### src/rtl/tsp_pkg.sv
package tsp_pkg;

  localparam int NUM_COPIES = 2;

  // Strobes from control to datapath, one per register load.
  typedef struct packed {
    logic                  s1Load;    // capture input into stage 1
    logic                  s1Leave;   // stage 1 result to hand-off register
    logic [NUM_COPIES-1:0] copyLoad;  // hand-off register into copy A or B
    logic                  mergeTake; // copy result into merge register
    logic                  mergeSel;  // which copy the merge reads
    logic                  s3Load;    // merge register into stage 3
  } tsp_strobe_t;

  function automatic int cntWidth(input int a, input int b, input int c);
    int m;
    m = (a > b) ? a : b;
    m = (m > c) ? m : c;
    return $clog2(m + 1);
  endfunction

endpackage

### src/rtl/tsp_timer.sv
module tsp_timer #(
  parameter int LAT   = 3,
  parameter int CNT_W = 3
) (
  input  logic clk,
  input  logic rst,
  input  logic load,
  input  logic leave,
  output logic busy,
  output logic done
);
  localparam logic [CNT_W-1:0] LOAD_VAL = CNT_W'(LAT - 1);

  logic [CNT_W-1:0] cnt;

  // Load wins over leave, so a unit can be refilled in the cycle it empties.
  always_ff @(posedge clk) begin
    if (rst) begin
      busy <= 1'b0;
      cnt  <= '0;
    end else if (load) begin
      busy <= 1'b1;
      cnt  <= LOAD_VAL;
    end else begin
      if (leave) busy <= 1'b0;
      if (busy && cnt != '0) cnt <= cnt - 1'b1;
    end
  end

  assign done = busy && (cnt == '0);
endmodule

### src/rtl/tsp_ctrl.sv
module tsp_ctrl
  import tsp_pkg::*;
#(
  parameter int S1_LAT  = 3,
  parameter int MID_LAT = 6,
  parameter int S3_LAT  = 2,
  parameter int CNT_W   = 3
) (
  input  logic        clk,
  input  logic        rst,
  input  logic        inValid,
  output logic        inReady,
  output logic        outValid,
  input  logic        outReady,
  output tsp_strobe_t strb
);
  logic s1Busy, s1Done, s1Leave, s1Load;
  logic s3Busy, s3Done, s3Leave, s3Free;
  logic buf1Full, buf1Leave, buf1Free;
  logic buf2Full, buf2Leave, buf2Free;
  logic dispPtr, mergePtr, mergeTake;
  logic [NUM_COPIES-1:0] copyBusy, copyDone, copyFree, copyLeave, copyLoad;

  // Ready chain runs from the output back to the input.
  assign s3Leave   = s3Done && outReady;
  assign s3Free    = !s3Busy || s3Leave;
  assign buf2Leave = buf2Full && s3Free;
  assign buf2Free  = !buf2Full || buf2Leave;
  assign mergeTake = copyDone[mergePtr] && buf2Free;
  assign buf1Leave = buf1Full && copyFree[dispPtr];
  assign buf1Free  = !buf1Full || buf1Leave;
  assign s1Leave   = s1Done && buf1Free;
  assign inReady   = !s1Busy || s1Leave;
  assign s1Load    = inValid && inReady;
  assign outValid  = s3Done;

  tsp_timer #(.LAT(S1_LAT), .CNT_W(CNT_W)) u_s1Timer (
    .clk(clk), .rst(rst), .load(s1Load), .leave(s1Leave),
    .busy(s1Busy), .done(s1Done)
  );

  for (genvar g = 0; g < NUM_COPIES; g++) begin : g_copy
    assign copyLeave[g] = mergeTake && (mergePtr == 1'(g));
    assign copyFree[g]  = !copyBusy[g] || copyLeave[g];
    assign copyLoad[g]  = buf1Leave && (dispPtr == 1'(g));

    tsp_timer #(.LAT(MID_LAT), .CNT_W(CNT_W)) u_midTimer (
      .clk(clk), .rst(rst), .load(copyLoad[g]), .leave(copyLeave[g]),
      .busy(copyBusy[g]), .done(copyDone[g])
    );
  end

  tsp_timer #(.LAT(S3_LAT), .CNT_W(CNT_W)) u_s3Timer (
    .clk(clk), .rst(rst), .load(buf2Leave), .leave(s3Leave),
    .busy(s3Busy), .done(s3Done)
  );

  always_ff @(posedge clk) begin
    if (rst) begin
      buf1Full <= 1'b0;
      buf2Full <= 1'b0;
      dispPtr  <= 1'b0;
      mergePtr <= 1'b0;
    end else begin
      if (s1Leave)        buf1Full <= 1'b1;
      else if (buf1Leave) buf1Full <= 1'b0;
      if (mergeTake)      buf2Full <= 1'b1;
      else if (buf2Leave) buf2Full <= 1'b0;
      if (buf1Leave) dispPtr  <= ~dispPtr;
      if (mergeTake) mergePtr <= ~mergePtr;
    end
  end

  always_comb begin
    strb.s1Load    = s1Load;
    strb.s1Leave   = s1Leave;
    strb.copyLoad  = copyLoad;
    strb.mergeTake = mergeTake;
    strb.mergeSel  = mergePtr;
    strb.s3Load    = buf2Leave;
  end
endmodule

### src/rtl/tsp_datapath.sv
module tsp_datapath
  import tsp_pkg::*;
#(
  parameter int DATA_W = 16
) (
  input  logic              clk,
  input  logic              rst,
  input  tsp_strobe_t       strb,
  input  logic [DATA_W-1:0] inData,
  output logic [DATA_W-1:0] outData,
  output logic              outTag
);
  localparam logic [DATA_W-1:0] ADD_IN  = DATA_W'(17);
  localparam logic [DATA_W-1:0] MIX_PAT = {(DATA_W/2){2'b01}};
  localparam logic [DATA_W-1:0] ADD_OUT = DATA_W'(3);

  logic [DATA_W-1:0] s1Data, buf1Data, buf2Data, s3Data;
  logic [NUM_COPIES-1:0][DATA_W-1:0] copyData;
  logic buf2Tag, s3Tag;

  function automatic logic [DATA_W-1:0] midOp(input logic [DATA_W-1:0] x);
    return {x[DATA_W-2:0], x[DATA_W-1]} ^ MIX_PAT;
  endfunction

  always_ff @(posedge clk) begin
    if (rst) begin
      s1Data   <= '0;
      buf1Data <= '0;
      copyData <= '0;
      buf2Data <= '0;
      buf2Tag  <= 1'b0;
      s3Data   <= '0;
      s3Tag    <= 1'b0;
    end else begin
      if (strb.s1Load)  s1Data   <= inData + ADD_IN;
      if (strb.s1Leave) buf1Data <= s1Data;
      for (int i = 0; i < NUM_COPIES; i++)
        if (strb.copyLoad[i]) copyData[i] <= midOp(buf1Data);
      if (strb.mergeTake) begin
        buf2Data <= copyData[strb.mergeSel];
        buf2Tag  <= strb.mergeSel;
      end
      if (strb.s3Load) begin
        s3Data <= buf2Data + ADD_OUT;
        s3Tag  <= buf2Tag;
      end
    end
  end

  assign outData = s3Data;
  assign outTag  = s3Tag;
endmodule

### src/rtl/twin_stage_pipe.sv
module twin_stage_pipe
  import tsp_pkg::*;
#(
  parameter int DATA_W  = 16,
  parameter int S1_LAT  = 3,
  parameter int MID_LAT = 6,
  parameter int S3_LAT  = 2
) (
  input  logic              clk,
  input  logic              rst,
  input  logic              inValid,
  output logic              inReady,
  input  logic [DATA_W-1:0] inData,
  output logic              outValid,
  input  logic              outReady,
  output logic [DATA_W-1:0] outData,
  output logic              outTag
);
  localparam int CNT_W = cntWidth(S1_LAT, MID_LAT, S3_LAT);

  tsp_strobe_t strb;

  tsp_ctrl #(
    .S1_LAT(S1_LAT), .MID_LAT(MID_LAT), .S3_LAT(S3_LAT), .CNT_W(CNT_W)
  ) u_ctrl (
    .clk(clk), .rst(rst), .inValid(inValid), .inReady(inReady),
    .outValid(outValid), .outReady(outReady), .strb(strb)
  );

  tsp_datapath #(.DATA_W(DATA_W)) u_dp (
    .clk(clk), .rst(rst), .strb(strb), .inData(inData),
    .outData(outData), .outTag(outTag)
  );
endmodule

### config.mk
export PLATFORM = sky130hd
export DESIGN_NAME = twin_stage_pipe
export DESIGN_NICKNAME = d
export VERILOG_FILES = /design/src/rtl/tsp_pkg.sv /design/src/rtl/tsp_timer.sv /design/src/rtl/tsp_ctrl.sv /design/src/rtl/tsp_datapath.sv /design/src/rtl/twin_stage_pipe.sv
export SDC_FILE = /design/constraint.sdc
export NUM_CORES = 1
export LEC_CHECK = 0
export ABC_AREA = 1
export BUFFER_PORTS_ARGS = -buffer_cell sky130_fd_sc_hd__buf_2
export CAP_MARGIN = 10
export CORE_AREA = 3 3 117 119
export DETAILED_ROUTE_END_ITERATION = 6
export DIE_AREA = 0 0 120 122
export GPL_ROUTABILITY_DRIVEN = 1
export GPL_TIMING_DRIVEN = 0
export PLACE_DENSITY = 0.69
export SYNTH_ARGS = -nofsm -noshare
export SYNTH_HDL_FRONTEND = slang
export SYNTH_SLANG_ARGS = --single-unit
### constraint.sdc
create_clock -name clk -period 1.9 [get_ports clk]
set_clock_uncertainty 0.15 [all_clocks]
set_input_delay 0.38 -clock clk [delete_from_list [all_inputs] [get_ports clk]]
set_output_delay 0.38 -clock clk [all_outputs]
set_load 0.05 [all_outputs]
==> out/qor.yml, run 1 <==
pwr-share-clk: 0.474
dieArea_sq_um: 14640
netlist_top_cells_area: "dfxtp_1 46%, nand2_1 12%, a21oi_1 7.5%"
finalHoldViolCount: 0
drv_cap: 0
maxSlewViolCount: 0
cp.arrival_ns: 1.92
vias: 4573
core_sq_um: 12670
first_pass_iters: 4
final_core_util: 0.5338
hold_path_class: "in -> reg"
clk_pin_slew_worst_paths_ns: 0.05
worst_pin_slew_ns: 0.7026
numClockSinks: 118
crit_top_cell: "nand2_4"
endpoint_kind: "output port"
cts-root-buf: "clkbuf_16"
route.detailed.drc: 0
slowest_delay_ns: 0.33
status: "complete, but fails checks"
violations: "negative setup slack"
num_antenna_cells: 0
ir_drop_mv: 0.7144
routed_via_density: 4.829
wl_per_cell_um: 13.29
power_switching_w: 0.001573
grt_usage: 0.1764
yosysTopAreaCellShare: 0.4638
pin_count: 39
rsz0062_at_grt: "yes"
clockBufferDepth: 2
intPower_w: 0.005009
place_congestion: 0.8146
cp_max_fo: 2
fillers: 1208
worstSetupPathType: "reg -> out"
antenna_found_initial: 0
clock_latency_ns: 0.41
synth_edf_count: 0
combPwrFrac: 0.116
cpMaxStageDelayCell: "dfxtp_2"
grt_pass1_vias: 4389
fin_ws_ns: -0.5482
ys_seq_area_frac: 0.4638
layout_common_cells: "155 x nand2_1, 111 x dfxtp_1, 63 x a21oi_1, 51 x inv_1, 49 x nor2_1"
grt-ovfl-total: 0
power_density_nw_per_um2: 973.1
synth_fp_nets: 717
first_iter_violations: 247
die_y_um: 122
clock.fmax_mhz: 408.5
p_sw_frac: 0.2390
cts_hold_buf: 0
layout_commonest_cell: "nand2_1"
p_leak_nw: 2.719
die_width_um: 120
place.port_buffers: 38
yosys_warnings: 0
yosys_most_used_dff: "dfxtp_1"
routed_wl_um: 12580
cts_tree: "done"
ys_types: 31
power_frac_seq: 0.409
critical_path.top_delay_family: "simple AND/OR/NAND/NOR gates"
cp_num_buf_inv: 4
area_delta_synth_final_pct: 32.79
p_total_w: 0.006582
drive_above_1_share: 0.2374
setup_viol: 99
grt_pass1_wl_um: 20620
grt_max_degree: 17
syn_inst: 687
post-route-min-period_ns: 2.448
hpwl_um: 8528
antenna_left: 0
cts_htree_levels: 4
relSlewSlack: 0.5316
avgSynthCellArea_sq_um: 7.414
yosys.area.top_type: "dfxtp_1"
finalCritPeriodShare: 1.289
crit_chain: "inv_2, ha_2, ha_4, inv_2, nor2_4, nand2_4, nand3_2, nand2_2, nand2_4, nand2_4, nand2_8, buf_12, buf_12"
ys_async_sr_fraction: 0
finish.net_count: 794
crit_required_ns: 1.37
start_kind: "flop"
syn_area_sq_um: 5094
initial_core_util: 0.4020
ys_ff_latch: 118
row_count: 41
cts-buffers-inserted: 17
[logic make-up after synthesis]
kind of cell               Yosys count  synth area share
buffers and inverters               95           0.07541
and+or+nand+nor                    291            0.2405
AOI/OAI and AO/OA                  148            0.1523
muxes                                1          0.002211
xor gates and xnor gates            24           0.04127
adders and majority gates           10           0.02456
DFF                                118            0.4638
[worst paths after layout]
check,cells past startpoint,slack (ns),start,end
worst min-delay path,4,0.13,inData[0],u_dp.s1Data[0]
worst max register to register,9,-0.31,u_ctrl.g_copy[1].u_midTimer.cnt[1],u_dp.buf2Data[12]
worst min register to register,1,0.30,u_dp.buf1Data[13],u_dp.copyData[30]
worst max-delay path,13,-0.55,u_ctrl.g_copy[1].u_midTimer.cnt[1],inReady
[Yosys cell counts, types with 2 or more instances]
library cell / number
nor3_1: 9
clkbuf_1: 17
and3_1: 2
o31ai_1: 2
nand3_1: 41
o21ai_1: 6
nand4_1: 8
dfxtp_1: 118
inv_2: 3
nand3_2: 2
nor2_1: 57
buf_2: 10
a21oi_1: 76
nand2_1: 164
ha_1: 10
nand2_4: 2
o21ai_0: 44
xnor2_1: 8
nand3b_1: 2
a31oi_1: 16
buf_1: 2
or2_2: 3
inv_1: 60
o211ai_1: 2
xor2_1: 16
buf_6: 2
[power groups by stage]
stage	registers [W]	logic, W	clock network (W)
4_1_cts	0.00268	0.000703	0.00316
6_report	0.00269	0.000766	0.00312
3_3_place_gp	0.00272	0.000551	0
5_1_grt	0.00271	0.000846	0.00326
2_1_floorplan	0.00274	0.000385	0
3_5_place_dp	0.00273	0.000562	0
[metal layers]
layer	global-route usage	vias up	part of all wire
li1	-	2414	-
met5	0	-	0
met4	0.06729	0	0.020
met1	0.2055	2033	0.44
met2	0.3116	104	0.49
met3	0.04550	22	0.041
[metrics by stage]
step	hold WS, ns	setup TNS [ns]	instance area, sq um	std cells	setup WS (ns)
after floorplan	0.2691	-0.04066	5160	687	-0.04066
after global placement	0.2949	-10.41	5565	897	-0.4230
after detailed placement	0.2934	-12.69	5565	897	-0.4424
after CTS	0.1146	-19.61	6561	945	-0.5683
after global routing	0.1396	-28.14	6764	947	-0.6398
final	0.1287	-15.56	6764	947	-0.5482
[timing repair]
| action | in CTS | in global routing |
|---|---|---|
| setup buffers | 18 | 6 |
| endpoints found under the setup margin | 102 | 112 |
| gates cloned | 2 | 1 |
| gates resized for setup | 78 | 57 |
| pin swaps | 16 | 22 |
[final cells by class]
type | instances | area [sq um] | area share
sequential | 118 | 2371 | 0.3505
tap | 172 | 215.2 | 0.03182
buffer | 29 | 206.4 | 0.03052
clock inverter | 3 | 65.06 | 0.009619
clock buffer | 27 | 513.0 | 0.07584
inverter | 64 | 251.5 | 0.03718
multi-input combinational | 474 | 2688 | 0.3973
timing repair buffer | 60 | 454.2 | 0.06715
[worst min-delay path: cells and delay by family]
family | cells | cell delay (ns)
simple gates | 3 | 0.16
buf+inv | 1 | 0.10
[registers in the layout, summed over array words and instances (netlist names), 2 cells and up]
signal and flops:
u_dp.outData 16, u_dp.buf2Data 16, u_dp.s1Data 16, u_ctrl.u_s1Timer.cnt 3, u_dp.buf1Data 16, u_dp.copyData 32, u_ctrl.g_copy.u_midTimer.cnt 6, u_ctrl.g_copy.u_midTimer.busy 2
u_ctrl.u_s3Timer.cnt 3
Note: power is estimated with default switching activity, not from simulation.
==> inputs of run 2 (changes only) <==
MAX_ROUTING_LAYER = met4   (was default)
==> run 2 against run 1 <==
Against the previous run: critical path depth is the same; sequential share of layout area stayed put; the flow still finishes with violations (negative setup slack); largest power group unchanged; sequential power about the same.
==> out/qor.yml, run 2 (synthesis results as in run 1) <==
die_y_um: 122  # unchanged
cts_htree_levels: 4  # unchanged
crit_required_ns: 1.37  # about the same
antenna_left: 0  # unchanged
cpMaxStageDelayCell: "dfxtp_2"
vias: 4592  # +0.42%
r2r_cells: 9  # unchanged
first_iter_violations: 247  # unchanged
grt-ovfl-total: 0  # unchanged
die_width_um: 120  # unchanged
setup_viol: 99  # unchanged
cp.arrival_ns: 1.92  # about the same
layout_common_cells: "155 x nand2_1, 111 x dfxtp_1, 63 x a21oi_1, 51 x inv_1, 49 x nor2_1"
status: "complete, but fails checks"
relSlewSlack: 0.5329  # +0.001376
grt_max_degree: 17  # unchanged
routed_via_density: 4.849  # +0.42%
drive_above_1_share: 0.2374  # unchanged
route.detailed.drc: 0  # unchanged
worst_pin_slew_ns: 0.7006  # -0.002064 ns
crit_top_cell: "nand2_4"
hold_end: "u_dp.s1Data[0]"
clock.fmax_mhz: 408.8  # about the same
use_met2: 0.3116  # unchanged
startpoint: "u_ctrl.g_copy[1].u_midTimer.cnt[1]"
initial_core_util: 0.4020  # unchanged
numClockSinks: 118  # unchanged
finalHoldViolCount: 0  # unchanged
worstSetupPathType: "reg -> out"
routed_wl_um: 12570  # -0.13%
hp-start: "inData[0]"
cp_max_fo: 2  # unchanged
clockBufferDepth: 2  # unchanged
wl_per_cell_um: 13.27  # -0.13%
slowest_delay_ns: 0.33  # about the same
gr-usage-met1: 0.2061  # +0.0005780
largest_register_ff_count: 32  # unchanged
grt_pass1_vias: 4382  # -0.16%
p_total_w: 0.006579  # about the same
place.port_buffers: 38  # unchanged
dieArea_sq_um: 14640  # unchanged
top_register: "u_dp.copyData"
core_sq_um: 12670  # unchanged
cts_tree: "done"
num_antenna_cells: 0  # unchanged
final_core_util: 0.5338  # unchanged
r2r_slack_ns: -0.31  # about the same
fin_area_sq_um: 6764  # unchanged
finish.net_count: 794  # unchanged
grt_pass1_wl_um: 20640  # about the same
row_count: 41  # unchanged
violations: "negative setup slack"
grt_busiest_layer: "met2"
endpoint_kind: "output port"
layout_commonest_cell: "nand2_1"
cts-root-buf: "clkbuf_16"
start_kind: "flop"
grt_usage: 0.1817  # +0.005256
rr_endpoint: "u_dp.buf2Data[12]"
p_leak_nw: 2.719  # unchanged
power_density_nw_per_um2: 972.7  # about the same
fin_ws_ns: -0.5462  # +0.002045 ns
fin_setup_tns_ns: -15.53  # +0.03380 ns
clk_pin_slew_worst_paths_ns: 0.05  # about the same
first_pass_iters: 5  # +1
drv_cap: 0  # unchanged
rsz0062_at_grt: "yes"
finalCritPeriodShare: 1.287  # about the same
hold_path_class: "in -> reg"
dpl_cell_area_sq_um: 5565  # unchanged
crit_chain: "inv_2, ha_2, ha_4, inv_2, nor2_4, nand2_4, nand3_2, nand2_2, nand2_4, nand2_4, nand2_8, buf_12, buf_12"
clock_latency_ns: 0.40  # about the same
cts_hold_buf: 0  # unchanged
area_delta_synth_final_pct: 32.79  # unchanged
hpwl_um: 8528  # unchanged
antenna_found_initial: 0  # unchanged
pin_count: 39  # unchanged
ir_drop_mv: 0.7080  # -0.90%
place_congestion: 0.8267  # +1.5%
rr_startpoint: "u_ctrl.g_copy[1].u_midTimer.cnt[1]"
grt_util_met3: 0.04503  # -0.0004643
cts-buffers-inserted: 17  # unchanged
maxSlewViolCount: 0  # unchanged
post-route-min-period_ns: 2.446  # -0.002045 ns
holdPathStages: 4  # unchanged
-- run 2: worst max-delay path: cells and delay by family (launching register included) --
family / cells / cell delay (ns)
and+or+nand+nor: 7 / 0.49
buffers and inverters: 4 / 0.37
DFF: 1 / 0.33
adders and majority gates: 2 / 0.33
-- run 2: how the worst max path moves through the flow --
stage | to | slack (ns) | cells past startpoint
3_3_place_gp | inReady | -0.42 | 13
5_1_grt | inReady | -0.64 | 13
2_1_floorplan | inReady | -0.04 | 12
6_report | inReady | -0.55 | 13
3_5_place_dp | inReady | -0.44 | 13
4_1_cts | inReady | -0.57 | 13
-- run 2: layout make-up --
class	instances	area, sq um
clock buffer	27	513.0
inverter	64	251.5
tap	172	215.2
buffer	29	206.4
multi-input combinational	474	2688
fill	1208	5907
clock inverter	3	65.06
sequential	118	2371
timing repair buffer	60	454.2
-- run 2: through the flow --
stage               hold slack, ns  worst slack, ns  std cells
floorplan                   0.2691         -0.04066        687
global placement            0.2949          -0.4230        897
detailed placement          0.2934          -0.4424        897
CTS                         0.1146          -0.5683        945
global route                0.1396          -0.6398        947
finish                      0.1320          -0.5462        947
-- run 2: metal layers --
layer  vias to the layer above  part of all wire
met2                       115              0.49
met3                        22             0.045
met4                         0             0.019
met1                      2046              0.44
met5                         -                 0
li1                       2409                 -
-- run 2: what timing repair did --
action                     CTS  global route
gates cloned                 2             1
setup endpoints to repair  102           112
buffers inserted            18             6
resized for setup           78            57
pin swaps                   16            22
-- run 2: power by group --
group	internal (W)	leakage [nW]	total, W	switching, W
Sequential	0.00260	0.963	0.00269	0.0000957
Clock	0.00209	0.284	0.00312	0.00103
Combinational	0.000323	1.47	0.000766	0.000443
